--- src/rtl/span_tree_pkg.sv ---
package span_tree_pkg;

    typedef enum logic [1:0] {
        MSG_IDLE = 2'b00,
        MSG_REQ  = 2'b01,
        MSG_POS  = 2'b10,
        MSG_NEG  = 2'b11
    } msg_e;

    typedef enum logic [1:0] {
        ST_IDLE = 2'b00,
        ST_GROW = 2'b01,
        ST_DONE = 2'b10
    } node_st_e;

    typedef struct packed {
        logic req;
        logic ack;
        logic pos;
    } tx_slot_t;

    function automatic logic msg_counts(msg_e m);
        return m != MSG_IDLE;
    endfunction

    function automatic msg_e ack_code(logic positive);
        return positive ? MSG_POS : MSG_NEG;
    endfunction

endpackage

--- src/rtl/span_part_match.sv ---
module span_part_match #(
    parameter int DEG   = 4,
    parameter int PID_W = 8
) (
    input  logic [PID_W-1:0]     my_pid,
    input  logic [DEG*PID_W-1:0] nbr_pid,
    output logic [DEG-1:0]       same_part
);

    for (genvar i = 0; i < DEG; i++) begin : g_cmp
        assign same_part[i] = (nbr_pid[i*PID_W +: PID_W] == my_pid);
    end

endmodule

--- src/rtl/span_rx_arbiter.sv ---
module span_rx_arbiter #(
    parameter int N = 4,
    localparam int IDX_W = (N > 1) ? $clog2(N) : 1
) (
    input  logic [N-1:0]     req,
    output logic [N-1:0]     gnt,
    output logic [IDX_W-1:0] idx,
    output logic             any
);

    always_comb begin
        gnt = '0;
        idx = '0;
        any = 1'b0;
        for (int i = N - 1; i >= 0; i--) begin
            if (req[i]) begin
                gnt    = '0;
                gnt[i] = 1'b1;
                idx    = IDX_W'(i);
                any    = 1'b1;
            end
        end
    end

endmodule

--- src/rtl/span_tx_port.sv ---
module span_tx_port
    import span_tree_pkg::*;
(
    input  logic clk,
    input  logic rst,
    input  logic clear,
    input  logic set_req,
    input  logic set_ack,
    input  logic ack_pos,
    input  logic tx_ready,
    output logic tx_valid,
    output msg_e tx_code
);

    tx_slot_t slot;

    always_ff @(posedge clk) begin
        if (rst || clear) begin
            slot <= '0;
        end else begin
            if (tx_valid && tx_ready) begin
                if (slot.ack) begin
                    slot.ack <= 1'b0;
                end else begin
                    slot.req <= 1'b0;
                end
            end
            if (set_req) begin
                slot.req <= 1'b1;
            end
            if (set_ack) begin
                slot.ack <= 1'b1;
                slot.pos <= ack_pos;
            end
        end
    end

    assign tx_valid = slot.ack | slot.req;
    assign tx_code  = slot.ack ? ack_code(slot.pos) : MSG_REQ;

    // a link carries one request in, so only one acknowledge may wait
    assert_ack_slot_R4: assert property (@(posedge clk) disable iff (rst)
        set_ack |-> !slot.ack);

    // a node floods only once per build
    assert_req_slot_R3: assert property (@(posedge clk) disable iff (rst)
        set_req |-> !slot.req);

    // the idle code is never put on the wire
    assert_tx_code_R10: assert property (@(posedge clk) disable iff (rst)
        tx_valid |-> (tx_code != MSG_IDLE));

endmodule

--- src/rtl/span_tree_node.sv ---
module span_tree_node
    import span_tree_pkg::*;
#(
    parameter int DEG   = 4,
    parameter int PID_W = 8,
    localparam int IDX_W = (DEG > 1) ? $clog2(DEG) : 1,
    localparam int CNT_W = $clog2(2 * DEG + 1)
) (
    input  logic                 clk,
    input  logic                 rst,
    input  logic [PID_W-1:0]     my_pid,
    input  logic [DEG*PID_W-1:0] nbr_pid,
    input  logic                 start_root,
    input  logic                 dissolve,
    input  logic [DEG-1:0]       rx_valid,
    input  logic [2*DEG-1:0]     rx_code,
    output logic [DEG-1:0]       rx_ready,
    output logic [DEG-1:0]       tx_valid,
    output logic [2*DEG-1:0]     tx_code,
    input  logic [DEG-1:0]       tx_ready,
    output logic [DEG-1:0]       child_n,
    output logic [DEG-1:0]       parent_n,
    output logic                 done
);

    node_st_e         state;
    logic [CNT_W-1:0] msg_cnt;
    logic [CNT_W-1:0] target;
    logic [DEG-1:0]   same_part;
    logic [DEG-1:0]   arb_req;
    logic [DEG-1:0]   gnt;
    logic [IDX_W-1:0] sel_idx;
    logic             take;
    logic             hold;
    msg_e             sel_code;
    logic             root_start;
    logic             join_evt;
    logic             is_idle;
    logic [DEG-1:0]   set_req;
    logic [DEG-1:0]   set_ack;

    span_part_match #(.DEG(DEG), .PID_W(PID_W)) i_match (
        .my_pid   (my_pid),
        .nbr_pid  (nbr_pid),
        .same_part(same_part)
    );

    assign is_idle    = (state == ST_IDLE);
    assign root_start = start_root && is_idle && !dissolve;
    assign hold       = dissolve || (start_root && is_idle);
    assign arb_req    = rx_valid & same_part & {DEG{~hold}};

    span_rx_arbiter #(.N(DEG)) i_arb (
        .req(arb_req),
        .gnt(gnt),
        .idx(sel_idx),
        .any(take)
    );

    assign rx_ready = gnt | ~same_part;
    assign sel_code = msg_e'(rx_code[2*sel_idx +: 2]);

    always_comb begin
        target = '0;
        for (int i = 0; i < DEG; i++) begin
            if (same_part[i]) begin
                target = target + CNT_W'(2);
            end
        end
    end

    assign join_evt = root_start || (take && sel_code == MSG_REQ && is_idle);

    always_comb begin
        for (int i = 0; i < DEG; i++) begin
            set_req[i] = join_evt && same_part[i];
            set_ack[i] = take && gnt[i] && (sel_code == MSG_REQ);
        end
    end

    for (genvar i = 0; i < DEG; i++) begin : g_tx
        msg_e code_i;
        span_tx_port i_port (
            .clk     (clk),
            .rst     (rst),
            .clear   (dissolve),
            .set_req (set_req[i]),
            .set_ack (set_ack[i]),
            .ack_pos (is_idle),
            .tx_ready(tx_ready[i]),
            .tx_valid(tx_valid[i]),
            .tx_code (code_i)
        );
        assign tx_code[2*i +: 2] = code_i;
    end

    always_ff @(posedge clk) begin
        if (rst || dissolve) begin
            state    <= ST_IDLE;
            msg_cnt  <= '0;
            child_n  <= '1;
            parent_n <= '1;
        end else begin
            if (root_start) begin
                state <= ST_GROW;
            end else if (take) begin
                if (msg_counts(sel_code)) begin
                    msg_cnt <= msg_cnt + CNT_W'(1);
                end
                case (sel_code)
                    MSG_REQ: begin
                        if (is_idle) begin
                            parent_n[sel_idx] <= 1'b0;
                            state             <= ST_GROW;
                        end
                    end
                    MSG_POS: child_n[sel_idx] <= 1'b0;
                    MSG_NEG: child_n[sel_idx] <= 1'b1;
                    default: ;
                endcase
            end
            if (state == ST_GROW && msg_cnt == target) begin
                state <= ST_DONE;
            end
        end
    end

    assign done = (state == ST_DONE);

    // cleared state right after reset
    assert_reset_state_R1: assert property (@(posedge clk) disable iff (rst)
        $past(rst) |-> (child_n == '1 && parent_n == '1 && !done && tx_valid == '0));

    // the root keeps no parent
    assert_root_parent_R2: assert property (@(posedge clk) disable iff (rst)
        root_start |=> (parent_n == '1));

    // at most one parent link
    assert_parent_single_R3: assert property (@(posedge clk) disable iff (rst)
        $onehot0(~parent_n));

    // completion holds until dissolved
    assert_done_hold_R6: assert property (@(posedge clk) disable iff (rst)
        (done && !dissolve) |=> done);

    // foreign links never transmit
    assert_no_foreign_tx_R7: assert property (@(posedge clk) disable iff (rst)
        (tx_valid & ~same_part) == '0);

    // one in-partition message taken per clock
    assert_single_grant_R8: assert property (@(posedge clk) disable iff (rst)
        $onehot0(rx_ready & same_part));

    // dissolve clears the tree by the next clock
    assert_dissolve_clear_R9: assert property (@(posedge clk) disable iff (rst)
        dissolve |=> (child_n == '1 && parent_n == '1 && !done && tx_valid == '0));

endmodule

--- config.mk ---
export PLATFORM = sky130hd
export DESIGN_NAME = span_tree_node
export DESIGN_NICKNAME = d
export VERILOG_FILES = /design/src/rtl/span_tree_pkg.sv /design/src/rtl/span_part_match.sv /design/src/rtl/span_rx_arbiter.sv /design/src/rtl/span_tx_port.sv /design/src/rtl/span_tree_node.sv
export SDC_FILE = /design/constraint.sdc
export NUM_CORES = 1
export LEC_CHECK = 0
export ABC_AREA = 1
export ABC_CLOCK_PERIOD_IN_PS = 6350
export BUFFER_PORTS_ARGS = -buffer_cell sky130_fd_sc_hd__buf_2
export CAP_MARGIN = 20
export CORE_ASPECT_RATIO = 1.2
export CORE_MARGIN = 8
export CORE_UTILIZATION = 53
export DETAILED_ROUTE_END_ITERATION = 10
export PLACE_DENSITY = 0.95
export SLEW_MARGIN = 20
export SYNTH_ARGS = -nofsm -noshare
export SYNTH_HDL_FRONTEND = slang
export SYNTH_SLANG_ARGS = --single-unit
--- constraint.sdc ---
create_clock -name clk -period 6.35 [get_ports clk]
set_input_delay 0.3175 -clock clk [delete_from_list [all_inputs] [get_ports clk]]
set_output_delay 0.3175 -clock clk [all_outputs]
set_load 0.01 [all_outputs]
Yosys cells after proc, flatten, opt, wreduce, memory -nomap -nowiden
Index checks and enable logic that the tools add are counted.
{"block": "totals", "regBits": 26, "latch_bits": 0, "mem_bits_rw": 0, "romBits": 0, "inputBits": 60, "output_inout_bits": 25, "wordCells": 153, "mem_count": 0}
{"block": "op_classes", "addsub": 4, "mul": 0, "div_mod_pow": 0, "order_cmp": 2, "n_eq_ne": 14, "shifts": 1, "n_mux": 48, "n_bitwise": 14, "reduce_logical": 53}
{"cell": "$mux W2", "n": 22}
{"cell": "$eq A8 B8 Y1", "n": 4}
{"cell": "$mux W4", "n": 7}
{"cell": "$reduce_bool A2 Y1", "n": 13}
{"cell": "$logic_and A1 B1 Y1", "n": 22}
{"cell": "$mux W1", "n": 17}
{"cell": "$and A4 B4 Y4", "n": 4}
{"cell": "$add A4 B2 Y4 const B", "n": 3}
{"cell": "$reduce_and A3 Y1", "n": 4}
{"cell": "$reduce_bool A3 Y1", "n": 3}
{"cell": "$ne A2 B1 Y1 const B", "n": 4}
{"cell": "$not A4 Y4", "n": 2}
{"cell": "$or A4 B4 Y4", "n": 2}
{"cell": "$pmux W4 S2", "n": 1}
{"cell": "$reduce_and A2 Y1", "n": 4}
{"cell": "$shiftx A8 B4 Y2", "n": 1}
{"cell": "$eq A2 B2 Y1 const B", "n": 3}
{"cell": "$add A4 B1 Y4 const B", "n": 1}
{"cell": "$eq A2 B1 Y1 const B", "n": 2}
{"cell": "$eq A4 B4 Y1", "n": 1}
{"cell": "$or A1 B1 Y1", "n": 4}
{"cell": "$reduce_and A4 Y1", "n": 1}
{"cell": "$logic_or A1 B1 Y1", "n": 3}
{"cell": "$lt A2 B3 Y1 const B", "n": 1}
{"cell": "6 further kinds", "n": 7}

Longest topological paths before layout
Gate-level depths: netlist of run 1.
{"block": "logic_depth", "word_depth": 17, "ltp_mapped": 21, "mapped_depth_nobuf": 20}

Modules after synthesis
From an unflattened synthesis of run 1, not the netlist that was laid out.
{"block": "hier_totals", "hier_cells": 428, "hier_area_um2": 2275.9}
{"module": "span_tree_node", "n_inst": 1, "cells_per_inst": 173, "area_each_um2": 1064.8, "seq_area_each_um2": 280.3}
{"module": "span_part_match", "n_inst": 1, "cells_per_inst": 164, "area_each_um2": 615.6, "seq_area_each_um2": 0.0}
{"module": "span_tx_port", "n_inst": 4, "cells_per_inst": 19, "area_each_um2": 132.6, "seq_area_each_um2": 60.1}
{"module": "span_rx_arbiter", "n_inst": 1, "cells_per_inst": 15, "area_each_um2": 65.1, "seq_area_each_um2": 0.0}

Worst setup path before layout of run 1
No wires, ideal clock.
{"block": "synth_timing", "kind": "input to register", "start": "input my_pid[0]", "end": "register state[0]", "setup_ps": 111, "t_arrival_ps": 2232, "required_time_ps": 6239, "path_slack_ps": 4007, "path_stages": 21, "n_path_buf": 1, "cell_sequence": "buf_2 > inv_2 > nand2_1 > nand2_1 > nor2_1 > nand2_1 > nor2_4 > inv_1 > ha_1 > inv_1 > nor2_1 > nor2_1 > ha_1 > nand2_1 > xor2_1 > nand2_1 > o21ai_0 > nor2_1 > nand3_1 > nand3_1 > inv_1"}
{"block": "synth_between", "elab_chain_len": 11, "elab_cells_between_ends": 29, "cone_classes": "add/sub (3); eq/ne (6); shift (1); mux (12); bitwise (2); reduce/logical (5)"}
{"item": "from (decl)", "line": "span_tree_node.sv:11", "rtl": "input logic [PID_W-1:0] my_pid,"}
{"item": "$eq A8 B8 Y1", "line": "span_part_match.sv:11", "rtl": "assign same_part[i] = (nbr_pid[i*PID_W +: PID_W] == my_pid);"}
{"item": "$mux W2 or $and A4 B4 Y4 (tied branches)", "line": "span_tree_node.sv:66, span_tree_node.sv:51"}
{"item": "$add A4 B2 Y4 or $and A4 B4 Y4 (tied branches)", "line": "span_tree_node.sv:67, span_tree_node.sv:51"}
{"item": "$mux W4 or $mux W2 (tied branches)", "line": "span_tree_node.sv:66, span_rx_arbiter.sv:16"}
{"item": "$add A4 B2 Y4 or $mux W2 (tied branches)", "line": "span_tree_node.sv:67, span_rx_arbiter.sv:16"}
{"item": "$mux W4 or $mux W2 (tied branches)", "line": "span_tree_node.sv:66, span_rx_arbiter.sv:16"}
{"item": "$add A4 B2 Y4 or $mux W2 (tied branches)", "line": "span_tree_node.sv:67, span_rx_arbiter.sv:16"}
{"item": "$mux W4 or $shiftx A8 B4 Y2 (tied branches)", "line": "span_tree_node.sv:66, span_tree_node.sv:61"}
{"item": "$eq A4 B4 Y1 or $eq A2 B1 Y1 (tied branches)", "line": "span_tree_node.sv:122, span_tree_node.sv:110"}
{"item": "$logic_and A1 B1 Y1 or $reduce_bool A2 Y1 (tied branches)"}
{"item": "$reduce_or A2 Y1 (no source line) or $reduce_and A3 Y1 (tied branches)"}
{"item": "to (signal assigned)", "line": "span_tree_node.sv:99", "rtl": "state <= ST_IDLE;"}
{"item": "to (signal assigned)", "line": "span_tree_node.sv:114", "rtl": "state <= ST_GROW;"}
{"item": "to (signal assigned)", "line": "span_tree_node.sv:123", "rtl": "state <= ST_DONE;"}
{"item": "to (decl)", "line": "span_tree_node.sv:26", "rtl": "node_st_e state;"}
Parallel ways exist; a longest one is shown, timed or not.
A chain may end at the register's enable or synchronous reset.

Worst setup path in the final report of run 1
{"block": "layout_timing", "start": "register state[1]", "end": "register msg_cnt[2]"}
{"block": "layout_between", "elab_chain_len": 12, "elab_cells_between_ends": 18, "cone_classes": "shift (1); mux (8); bitwise (3); reduce/logical (6)"}
{"item": "from (signal assigned)", "line": "span_tree_node.sv:99"}
{"item": "from (signal assigned)", "line": "span_tree_node.sv:105", "rtl": "state <= ST_GROW;"}
{"item": "from (signal assigned)", "line": "span_tree_node.sv:114"}
{"item": "$logic_not A2 Y1 (*)", "line": "span_tree_node.sv:48", "rtl": "assign is_idle = (state == ST_IDLE);"}
{"item": "$logic_and A1 B1 Y1 (*)", "line": "span_tree_node.sv:49, span_tree_node.sv:50"}
{"item": "$logic_or A1 B1 Y1", "line": "span_tree_node.sv:50", "rtl": "assign hold = dissolve || (start_root && is_idle);"}
{"item": "$not A1 Y1", "line": "span_tree_node.sv:51", "rtl": "assign arb_req = rx_valid & same_part & {DEG{~hold}};"}
{"item": "$and A4 B4 Y4", "line": "span_tree_node.sv:51"}
{"item": "$mux W2 (4 in a row)", "line": "span_rx_arbiter.sv:16", "rtl": "if (req[i]) begin"}
{"item": "$shiftx A8 B4 Y2", "line": "span_tree_node.sv:61", "rtl": "assign sel_code = msg_e'(rx_code[2*sel_idx +: 2]);"}
{"item": "$reduce_bool A2 Y1", "line": "span_tree_pkg.sv:23", "rtl": "return m != MSG_IDLE;"}
{"item": "$reduce_and A3 Y1 (no source line) (*)"}
{"item": "to (signal assigned)", "line": "span_tree_node.sv:108", "rtl": "msg_cnt <= msg_cnt + CNT_W'(1);"}
{"item": "to (decl)", "line": "span_tree_node.sv:27", "rtl": "logic [CNT_W-1:0] msg_cnt;"}
Mark *: on every way between the ends. The rest lies on a longest branch, timed or not.

==> results by group, run 1 <==
STA
  • Pins Over Slew Limit: 0
  • Worst slew margin: 29.7%
  • Highest Clock Rate: 0.404 GHz
  • Period utilisation layout: 39.0%
  • Slew @ Worst Pin: 1050 ps
  • Sum Neg Setup Slack: 0 ps
  • Final Hold Vio Count: 0
  • RSZ-0062 raised after global routing: false
  • Worst hold slack: 296 ps
  • Final Critical Period: 2470 ps
  • Final setup fails: 0
  • Clock Skew: 2.03 ps

Worst setup path
  • CP bufs+invs: 0
  • Critical Path RT: 6530 ps
  • Largest stage delay, worst path: 330 ps
  • CP Capture Type: flop
  • Worst setup path start: state[1]$_SDFFE_PP0P_
  • Slowest cell on crit path: dfxtp_1
  • Kind of critical path: reg -> reg
  • Delay-heaviest family, CP: simple AND/OR/NAND/NOR gates
  • Critical path launch point type: flop
  • Reg2Reg Launch Point: state[1]$_SDFFE_PP0P_
  • CP Cell Sequence: nor2_2 > a21oi_4 > nand2_1 > nand3b_1 > nand2_1 > nand2_1 > nand2_1 > nand3_1 > nand2_1 > nor2_4 > nand2_1 > nand2_2 > nand3_1 > nand2_1 > nor2_1
  • WP data arrival: 2650 ps
  • CP max FO: 12
  • CP most frequent cell: nand2_1

Global route
  • Global route overflow: 0
  • First-pass GRT wire length: 9630 um
  • Antenna violations before repair: 0
  • GRT Util Overall: 18.7%
  • Vias in the first global route: 2407
  • Pin count of the biggest net entering global routing: 17

Clock tree
  • Clock Path Buffers: 2
  • H-tree lvl count: 1
  • CTS sink count: 26
  • Clk_lat worst skew: 270 ps
  • Num CTS Buffers: 3
  • Post-CTS setup buffer count: 0
  • Reg clk slew, reported paths: 90 ps
  • Post_cts resized: 0
  • CTS tree: done
  • Hold buffer count at cts: 0
  • Clock root cell: clkbuf_8

Cells and area
  • Share of cells above drive strength 1: 29.9%
  • Multi-input gate area: 1300 um^2
  • Filler Cells Inserted: 373
  • Diode count: 0
  • Most common cell after layout, fill and taps aside: nand2_1
  • Fin nets: 475
  • Reg area: 520 um^2
  • Area growth syn-to-layout: 21.9%
  • Commonest cells after routing, fill and taps aside: 99 x nand2_1, 84 x buf_2, 38 x inv_1, 34 x nor2_1, 26 x dfxtp_1

Power and ir drop
  • Net Sw Frac: 27.2%
  • Psw: 0.0934 mW
  • Clock Power Share: 31.5%
  • Cell Int Power: 0.251 mW
  • Gate power share: 20.9%
  • Pwr Density: 135 nW/um^2
  • Max IR drop VDD: 0.0841 mV
  • Lkg Pwr: 1.27 nW
  • Seq pwr share: 47.6%

Logic synthesis
  • Synth warn: 0
  • Seq cells post-synth: 26
  • Mapped Cells: 335
  • Post-Syn Nets: 398
  • Sequential fraction of the synthesis area: 24.9%
  • Cell area after synthesis: 2090 um^2
  • Avg Cell Area, Syn: 6.24 um^2
  • Unique masters post-synth: 30

Placement
  • Final Wtd Congestion: 0.914
  • Final HPWL DP: 4950 um
  • Port-buffer cells: 84

Detailed routing
  • Via-to-Cell Ratio: 5.09
  • Violation count after the first detailed-route iteration: 197
  • Post-Route WL: 5770 um
  • ANT nets after route: 0
  • First-pass DRT Iterations: 4
  • DRC: 0
  • Via count: 2365
  • Routed length per placed instance: 12.4 um

Floorplanning
  • Die height: 84.8 um
  • Die area: 6220 um^2
  • Area of the core: 3880 um^2
  • Row cnt: 25
  • Initial Util: 53.9%
  • Die Width: 73.4 um
  • IO Pins: 85

Job
  • Max-Cap Viols: 0

Outcome
  • Status: complete, no violations

Min path
  • Hold Path Class: in -> reg
  • Hold path start: tx_ready[0]
-- logic make-up (layout without fill, tap and decap cells) --
group / after synthesis / in the layout / synth area share [%]
xor gates and xnor gates: 20 / 20 / 8.37
AOI/OAI and AO/OA: 35 / 35 / 8.91
adders and majority gates: 3 / 3 / 1.79
DFF: 26 / 26 / 24.9
and+or+nand+nor: 189 / 189 / 43.1
buffers and inverters: 62 / 138 / 13.0
-- layer usage --
metal  vias up  GRT usage [%]  wire length [um]
met5         -              0                 0
met4         0           10.7               209
met3        19           4.48               524
met2       106           34.4              2890
met1      1044           18.3              2150
li1       1196              -                 -
-- power groups by stage --
stage          combinational, mW  sequential [mW]  clock [mW]
6_report                  0.0720            0.164       0.108
3_3_place_gp              0.0691            0.167           0
3_5_place_dp              0.0718            0.167           0
2_1_floorplan             0.0412            0.167           0
5_1_grt                   0.0806            0.164       0.113
4_1_cts                   0.0720            0.164       0.109
-- stage by stage --
stage	utilization (%)	power [mW]	std cells	setup WS (ps)	instance area (um^2)
after floorplan	-	0.209	335	4010	2090
after detailed placement	64.4	0.239	461	3670	2500
after global placement	64.4	0.237	461	3840	2500
final	65.8	0.344	465	3880	2550
after CTS	65.8	0.345	465	3910	2550
after global routing	65.8	0.357	465	3600	2550
-- path summary, 6_finish.rpt --
kind | end | slack, ps | cells after the start
worst max-delay path | msg_cnt[2]$_SDFFE_PP0P_ | 3880 | 15
worst min-delay path | g_tx[0].i_port.slot[1]$_SDFFE_PP0P_ | 300 | 4
worst max register to register | msg_cnt[2]$_SDFFE_PP0P_ | 3880 | 15
worst min register to register | parent_n[0]$_SDFFE_PP1P_ | 460 | 2
-- tightest hold or removal path, cell delays in order --
cell and delay, ps:
buf_2 70, inv_1 40, nand2_1 50, a21oi_1 50
-- cell usage after synthesis (all sizes together) --
master | instances | area share (%)
nand2 | 102 | 19
inv | 49 | 8.8
nor2 | 41 | 8.9
dfxtp | 26 | 25
nand3 | 26 | 8.7
o21ai | 20 | 4.8
xnor2 | 17 | 7.1
a21oi | 15 | 4.1
buf | 10 | 3.6
nand4 | 7 | 2.7
or2 | 6 | 1.9
nand3b | 4 | 1.4
ha | 3 | 1.8
nor3 | 3 | 0.72
xor2 | 3 | 1.3
clkbuf | 2 | 0.36
clkinv | 1 | 0.18
-- area by class of cell --
type | count | share of cell area [%]
clock buffers | 4 | 2.16
inverters | 50 | 7.36
multi-input cells | 247 | 51.0
flip-flops and latches | 26 | 20.4
well taps | 54 | 2.65
repair buffers | 84 | 16.5
(Power assumes the default switching activity.)
==> run 2: changes to the inputs <==
--- a/config.mk
+++ b/config.mk
@@ -6,14 +6,14 @@
 export NUM_CORES = 1
 export LEC_CHECK = 0
 export ABC_AREA = 1
-export ABC_CLOCK_PERIOD_IN_PS = 6350
+export ABC_CLOCK_PERIOD_IN_PS = 2320
 export BUFFER_PORTS_ARGS = -buffer_cell sky130_fd_sc_hd__buf_2
 export CAP_MARGIN = 20
 export CORE_ASPECT_RATIO = 1.2
 export CORE_MARGIN = 8
-export CORE_UTILIZATION = 53
+export CORE_UTILIZATION = 49
 export DETAILED_ROUTE_END_ITERATION = 10
-export PLACE_DENSITY = 0.95
+export PLACE_DENSITY = 0.9
 export SLEW_MARGIN = 20
 export SYNTH_ARGS = -nofsm -noshare
 export SYNTH_HDL_FRONTEND = slang
==> constraint.sdc (replaced) <==
create_clock -name clk -period 2.32 [get_ports clk]
set_input_delay 0.116 -clock clk [delete_from_list [all_inputs] [get_ports clk]]
set_output_delay 0.116 -clock clk [all_outputs]
set_load 0.01 [all_outputs]
==> results by group, run 2 (same netlist as run 1, synthesis figures left out) <==
Clock tree
  • Clock root cell: clkbuf_8
  • CTS tree: done
  • H-tree lvl count: 1 (unchanged)
  • Reg clk slew, reported paths: 100 ps (about the same)
  • Num CTS Buffers: 3 (unchanged)
  • Clock Path Buffers: 2 (unchanged)
  • Clk_lat worst skew: 270 ps (about the same)
  • Hold buffer count at cts: 0 (unchanged)
  • CTS sink count: 26 (unchanged)

Floorplanning
  • Die area: 6620 um^2 (+6.5%)
  • Die Width: 75.6 um (+3.1%)
  • Initial Util: 49.9% (-4.1 points)
  • Row cnt: 26 (+4.0%)
  • Area of the core: 4200 um^2 (+8.2%)
  • Die height: 87.6 um (+3.2%)
  • IO Pins: 85 (unchanged)

Detailed routing
  • DRC: 0 (unchanged)
  • First-pass DRT Iterations: 4 (unchanged)
  • Via-to-Cell Ratio: 4.89 (-3.8%)
  • Via count: 2367 (+0.085%)
  • ANT nets after route: 0 (unchanged)
  • Post-Route WL: 5850 um (+1.4%)
  • Violation count after the first detailed-route iteration: 109 (-45%)
  • Routed length per placed instance: 12.1 um (-2.6%)

STA
  • Period utilisation layout: 96.4% (+57 points)
  • Clock Skew: 11.1 ps (+9.04 ps)
  • Worst setup margin: 82.9 ps (-3790 ps)
  • Slew @ Worst Pin: 311 ps (-739 ps)
  • Highest Clock Rate: 0.447 GHz (+11%)
  • Pins Over Slew Limit: 0 (unchanged)
  • Final Critical Period: 2240 ps (-237 ps)
  • Final setup fails: 0 (unchanged)
  • Final Hold Vio Count: 0 (unchanged)
  • Worst slew margin: 79.2% (+49 points)

Worst setup path
  • CP Capture Type: flop
  • Largest stage delay, worst path: 350 ps (+20 ps)
  • Critical Path RT: 2530 ps (-4000 ps)
  • CP Cell Sequence: nor2_2 > a21oi_4 > nand2_1 > nand3b_1 > nand2_2 > nand2_1 > nand2_1 > nand3b_1 > nand3_4 > nand2_2 > nand2_2 > nand3_1 > a21oi_1
  • WP data arrival: 2450 ps (-200 ps)
  • Critical path launch point type: flop
  • Slowest cell on crit path: dfxtp_2
  • Kind of critical path: reg -> reg
  • CP max FO: 5 (-7)

Placement
  • Port-buffer cells: 84 (unchanged)
  • Final Wtd Congestion: 0.886 (-3.1%)
  • Final HPWL DP: 4910 um (-0.61%)
  • Post-DP Area: 2540 um^2 (+1.9%)
  • Dpl ws: 4.44 ps (-3670 ps)

Cells and area
  • Fin nets: 492 (+3.6%)
  • Diode count: 0 (unchanged)
  • Share of cells above drive strength 1: 34.1% (+4.2 points)
  • Final Cell Area: 2730 um^2 (+6.9%)
  • Area growth syn-to-layout: 30.3%
  • Commonest cells after routing, fill and taps aside: 97 x nand2_1, 84 x buf_2, 38 x inv_1, 33 x nor2_1, 24 x dfxtp_1
  • Filler Cells Inserted: 373 (unchanged)
  • Most common cell after layout, fill and taps aside: nand2_1

Power and ir drop
  • Pwr Density: 381 nW/um^2 (+180%)
  • Max IR drop VDD: 0.222 mV (+160%)
  • Total power: 1.04 mW (+200%)
  • Lkg Pwr: 1.37 nW (+7.2%)

Global route
  • Vias in the first global route: 2311 (-4.0%)
  • GRT Util Overall: 17.5% (-1.3 points)
  • Pin count of the biggest net entering global routing: 17 (unchanged)
  • First-pass GRT wire length: 9300 um (-3.4%)
  • Global route overflow: 0 (unchanged)
  • Antenna violations before repair: 0 (unchanged)

Min path
  • Hold Path Class: in -> reg

Outcome
  • Status: complete, no violations

Job
  • Max-Cap Viols: 0 (unchanged)
==> run 2: changes by cell type in the layout (fill, tap and decap cells not counted), sizes merged <==
| cell | delta |
|---|---|
| bufinv | +1 |
| clkbuf | -1 |
| buf | +17 |
==> run 2: report_power, final <==
| group | internal (mW) | total [mW] | switching, mW |
|---|---|---|---|
| logic | 0.102 | 0.217 | 0.115 |
| clock network | 0.231 | 0.375 | 0.144 |
| registers | 0.447 | 0.448 | 0.00101 |
==> run 2: cell type report <==
type	count	area [um^2]	area share (%)
Sequential cell	26	523	19.2
Clock buffer	3	41.3	1.51
Inverter	50	188	6.88
Multi-Input combinational cell	247	1330	48.6
Clock inverter	1	30.0	1.10
Timing Repair Buffer	101	548	20.1
Tap cell	56	70.1	2.57
==> run 2: worst paths after layout <==
kind                       startpoint                             endpoint  slack, ps  depth (start not counted)
max             state[1]$_SDFFE_PP0P_  g_tx[0].i_port.slot[2]$_SDFFE_PP0P_         80                         13
min                       tx_ready[3]  g_tx[3].i_port.slot[1]$_SDFFE_PP0P_         90                          4
max reg2reg     state[1]$_SDFFE_PP0P_  g_tx[0].i_port.slot[2]$_SDFFE_PP0P_         80                         13
min reg2reg  parent_n[1]$_SDFFE_PP1P_             parent_n[1]$_SDFFE_PP1P_        460                          2
==> run 2: layer usage <==
layer	up-vias	track usage (%)	part of all wire (%)
met1	1022	17.2	38
met3	17	4.93	9.8
met5	-	0	0
met4	0	6.13	2.7
li1	1224	-	-
met2	104	33.1	49
==> run 2: worst max-delay path, delay by kind of cell, from the launching register on <==
| family | cells | cell delay (ps) |
|---|---|---|
| simple gates | 11 | 1480 |
| flops | 1 | 350 |
| compound gates | 2 | 350 |
==> run 2: timing repair <==
| item | in CTS | in global routing |
|---|---|---|
| endpoints found under the setup margin | 0 | 25 |
| buffers inserted | 0 | 11 |
| resized for setup | 0 | 8 |
==> run 2: per-stage QoR <==
step / utilization [%] / setup TNS, ps / std cells / hold WS [ps]
after global routing: 65.0 / -500 / 484 / 111
after global placement: 60.6 / 0 / 469 / 385
final: 65.0 / 0 / 484 / 89.6
after detailed placement: 60.6 / 0 / 469 / 384
after floorplan: - / 0 / 335 / 288
after CTS: 62.3 / 0 / 473 / 93.1
==> run 3: changes to the inputs <==
--- a/config.mk
+++ b/config.mk
@@ -13,7 +13,7 @@
 export CORE_MARGIN = 8
 export CORE_UTILIZATION = 49
 export DETAILED_ROUTE_END_ITERATION = 10
-export PLACE_DENSITY = 0.9
+export PLACE_DENSITY_LB_ADDON = 0.08
 export SLEW_MARGIN = 20
 export SYNTH_ARGS = -nofsm -noshare
 export SYNTH_HDL_FRONTEND = slang
==> results by group, run 3 (same netlist as run 1, synthesis figures left out) <==
Worst setup path
  • Critical Path RT: 2520 ps (about the same)
  • CP Capture Type: flop
  • WP data arrival: 2350 ps (-100 ps)
  • Kind of critical path: reg -> reg
  • CP max FO: 6 (+1)
  • Critical path launch point type: flop
  • Worst setup path start: state[1]$_SDFFE_PP0P_
  • Reg2Reg Launch Point: state[1]$_SDFFE_PP0P_

Power and ir drop
  • Lkg Pwr: 1.36 nW (-0.61%)
  • Max IR drop VDD: 0.218 mV (-2.0%)
  • Pwr Density: 350 nW/um^2 (-8.1%)

Cells and area
  • Most common cell after layout, fill and taps aside: nand2_1
  • Fin nets: 489 (-0.61%)
  • Commonest cells after routing, fill and taps aside: 95 x nand2_1, 84 x buf_2, 38 x inv_1, 31 x nor2_1, 24 x dfxtp_1
  • Diode count: 0 (unchanged)
  • Area growth syn-to-layout: 31.3%
  • Share of cells above drive strength 1: 35.1% (+0.95 points)

STA
  • Worst hold slack: 97.3 ps (+7.67 ps)
  • Pins Over Slew Limit: 0 (unchanged)
  • Clock Skew: 1.31 ps (-9.77 ps)
  • RSZ-0062 raised after global routing: true
  • Period utilisation layout: 92.9% (-3.5 points)
  • Worst setup margin: 164 ps (+81.5 ps)
  • Worst slew margin: 66.1% (-13 points)
  • Final setup fails: 0 (unchanged)
  • Final Hold Vio Count: 0 (unchanged)
  • Slew @ Worst Pin: 507 ps (+195 ps)
  • Highest Clock Rate: 0.464 GHz (+3.8%)
  • Final Critical Period: 2160 ps (-81.5 ps)
  • Sum Neg Setup Slack: 0 ps (unchanged)

Clock tree
  • Clock root cell: clkbuf_8
  • Hold buffer count at cts: 0 (unchanged)
  • Reg clk slew, reported paths: 90 ps (about the same)
  • Clock Path Buffers: 2 (unchanged)
  • H-tree lvl count: 1 (unchanged)
  • CTS sink count: 26 (unchanged)
  • Clk_lat worst skew: 270 ps (about the same)
  • CTS tree: done
  • Num CTS Buffers: 3 (unchanged)

Global route
  • First-pass GRT wire length: 9580 um (+3.0%)
  • GRT Util Overall: 17.9% (+0.46 points)
  • Pin count of the biggest net entering global routing: 15 (-2)
  • Global route overflow: 0 (unchanged)
  • Antenna violations before repair: 0 (unchanged)
  • Vias in the first global route: 2305 (-0.26%)

Floorplanning
  • Die area: 6620 um^2 (unchanged)
  • Die height: 87.6 um (unchanged)
  • IO Pins: 85 (unchanged)
  • Row cnt: 26 (unchanged)
  • Die Width: 75.6 um (unchanged)
  • Area of the core: 4200 um^2 (unchanged)
  • Initial Util: 49.9% (unchanged)

Job
  • Max-Cap Viols: 0 (unchanged)

Detailed routing
  • ANT nets after route: 0 (unchanged)
  • DRC: 0 (unchanged)
  • Violation count after the first detailed-route iteration: 145 (+33%)
  • Via count: 2278 (-3.8%)
  • Post-Route WL: 5640 um (-3.7%)
  • First-pass DRT Iterations: 4 (unchanged)
  • Via-to-Cell Ratio: 4.74 (-3.2%)
  • Routed length per placed instance: 11.7 um (-3.1%)

Min path
  • Hold path start: tx_ready[0]
  • Hold Path Class: in -> reg

Outcome
  • Status: complete, no violations

Placement
  • Final HPWL DP: 4780 um (-2.7%)
  • Final Wtd Congestion: 0.828 (-6.5%)
  • Port-buffer cells: 84 (unchanged)
  • Dpl ws: -29.5 ps (-33.9 ps)
[run 3: changes by cell type in the layout (fill, tap and decap cells not counted), sizes merged]
cell,delta
clkbuf,+1
bufinv,-1
buf,-3
[run 3: critical path: stages, from the launching register on]
cell and delay [ps]:
dfxtp_2 350, nor2_2 60, a21oi_4 210, nand2_1 60, nand3b_1 260, nand2_2 150, nand2_1 70, nand2_2 80
nand3b_1 190, nand3_4 210, nand2_2 90, nand2_2 90, nand3_1 100, a21oi_1 150
[run 3: stage by stage]
step	util [%]	area, um^2	std cells	total power, mW
after floorplan	-	2090	335	0.571
after global placement	61.3	2570	471	0.657
after detailed placement	61.3	2570	471	0.660
after CTS	62.6	2630	475	0.943
after global routing	65.4	2750	481	1.01
final	65.4	2750	481	0.962
[run 3: repair_timing]
action                                 4_1_cts  5_1_grt
setup endpoints to repair                    0       23
resized for setup                            0       16
setup buffers                                0        6
endpoints found under the hold margin        0        0
[run 3: area by class of cell]
cell class / instances / area (um^2)
Sequential cell: 26 / 523
Tap cell: 56 / 70.1
Fill cell: 397 / 1450
Multi-Input combinational cell: 247 / 1360
Clock buffer: 4 / 55.1
Inverter: 50 / 188
Timing Repair Buffer: 98 / 551
[run 3: final timing paths]
kind | end | slack, ps | depth (start not counted)
min | g_tx[0].i_port.slot[1]$_SDFFE_PP0P_ | 100 | 4
max reg2reg | g_tx[0].i_port.slot[2]$_SDFFE_PP0P_ | 160 | 13
max | g_tx[0].i_port.slot[2]$_SDFFE_PP0P_ | 160 | 13
min reg2reg | parent_n[1]$_SDFFE_PP1P_ | 460 | 2
[run 3: power breakdown]
| group | leakage (nW) | internal [mW] | switching, mW |
|---|---|---|---|
| Sequential | 0.211 | 0.447 | 0.000966 |
| Combinational | 1.12 | 0.104 | 0.115 |
| Clock | 0.0288 | 0.152 | 0.143 |
| Total | 1.36 | 0.703 | 0.259 |
[run 3: metal layers]
| metal | routed length [um] | global-route usage, % | vias to the layer above | part of all wire [%] |
|---|---|---|---|---|
| met4 | 64 | 5.08 | 0 | 1.1 |
| met1 | 2270 | 18.5 | 975 | 40 |
| li1 | - | - | 1220 | - |
| met5 | 0 | 0 | - | 0 |
| met2 | 2810 | 33.9 | 77 | 50 |
| met3 | 493 | 4.47 | 6 | 8.7 |
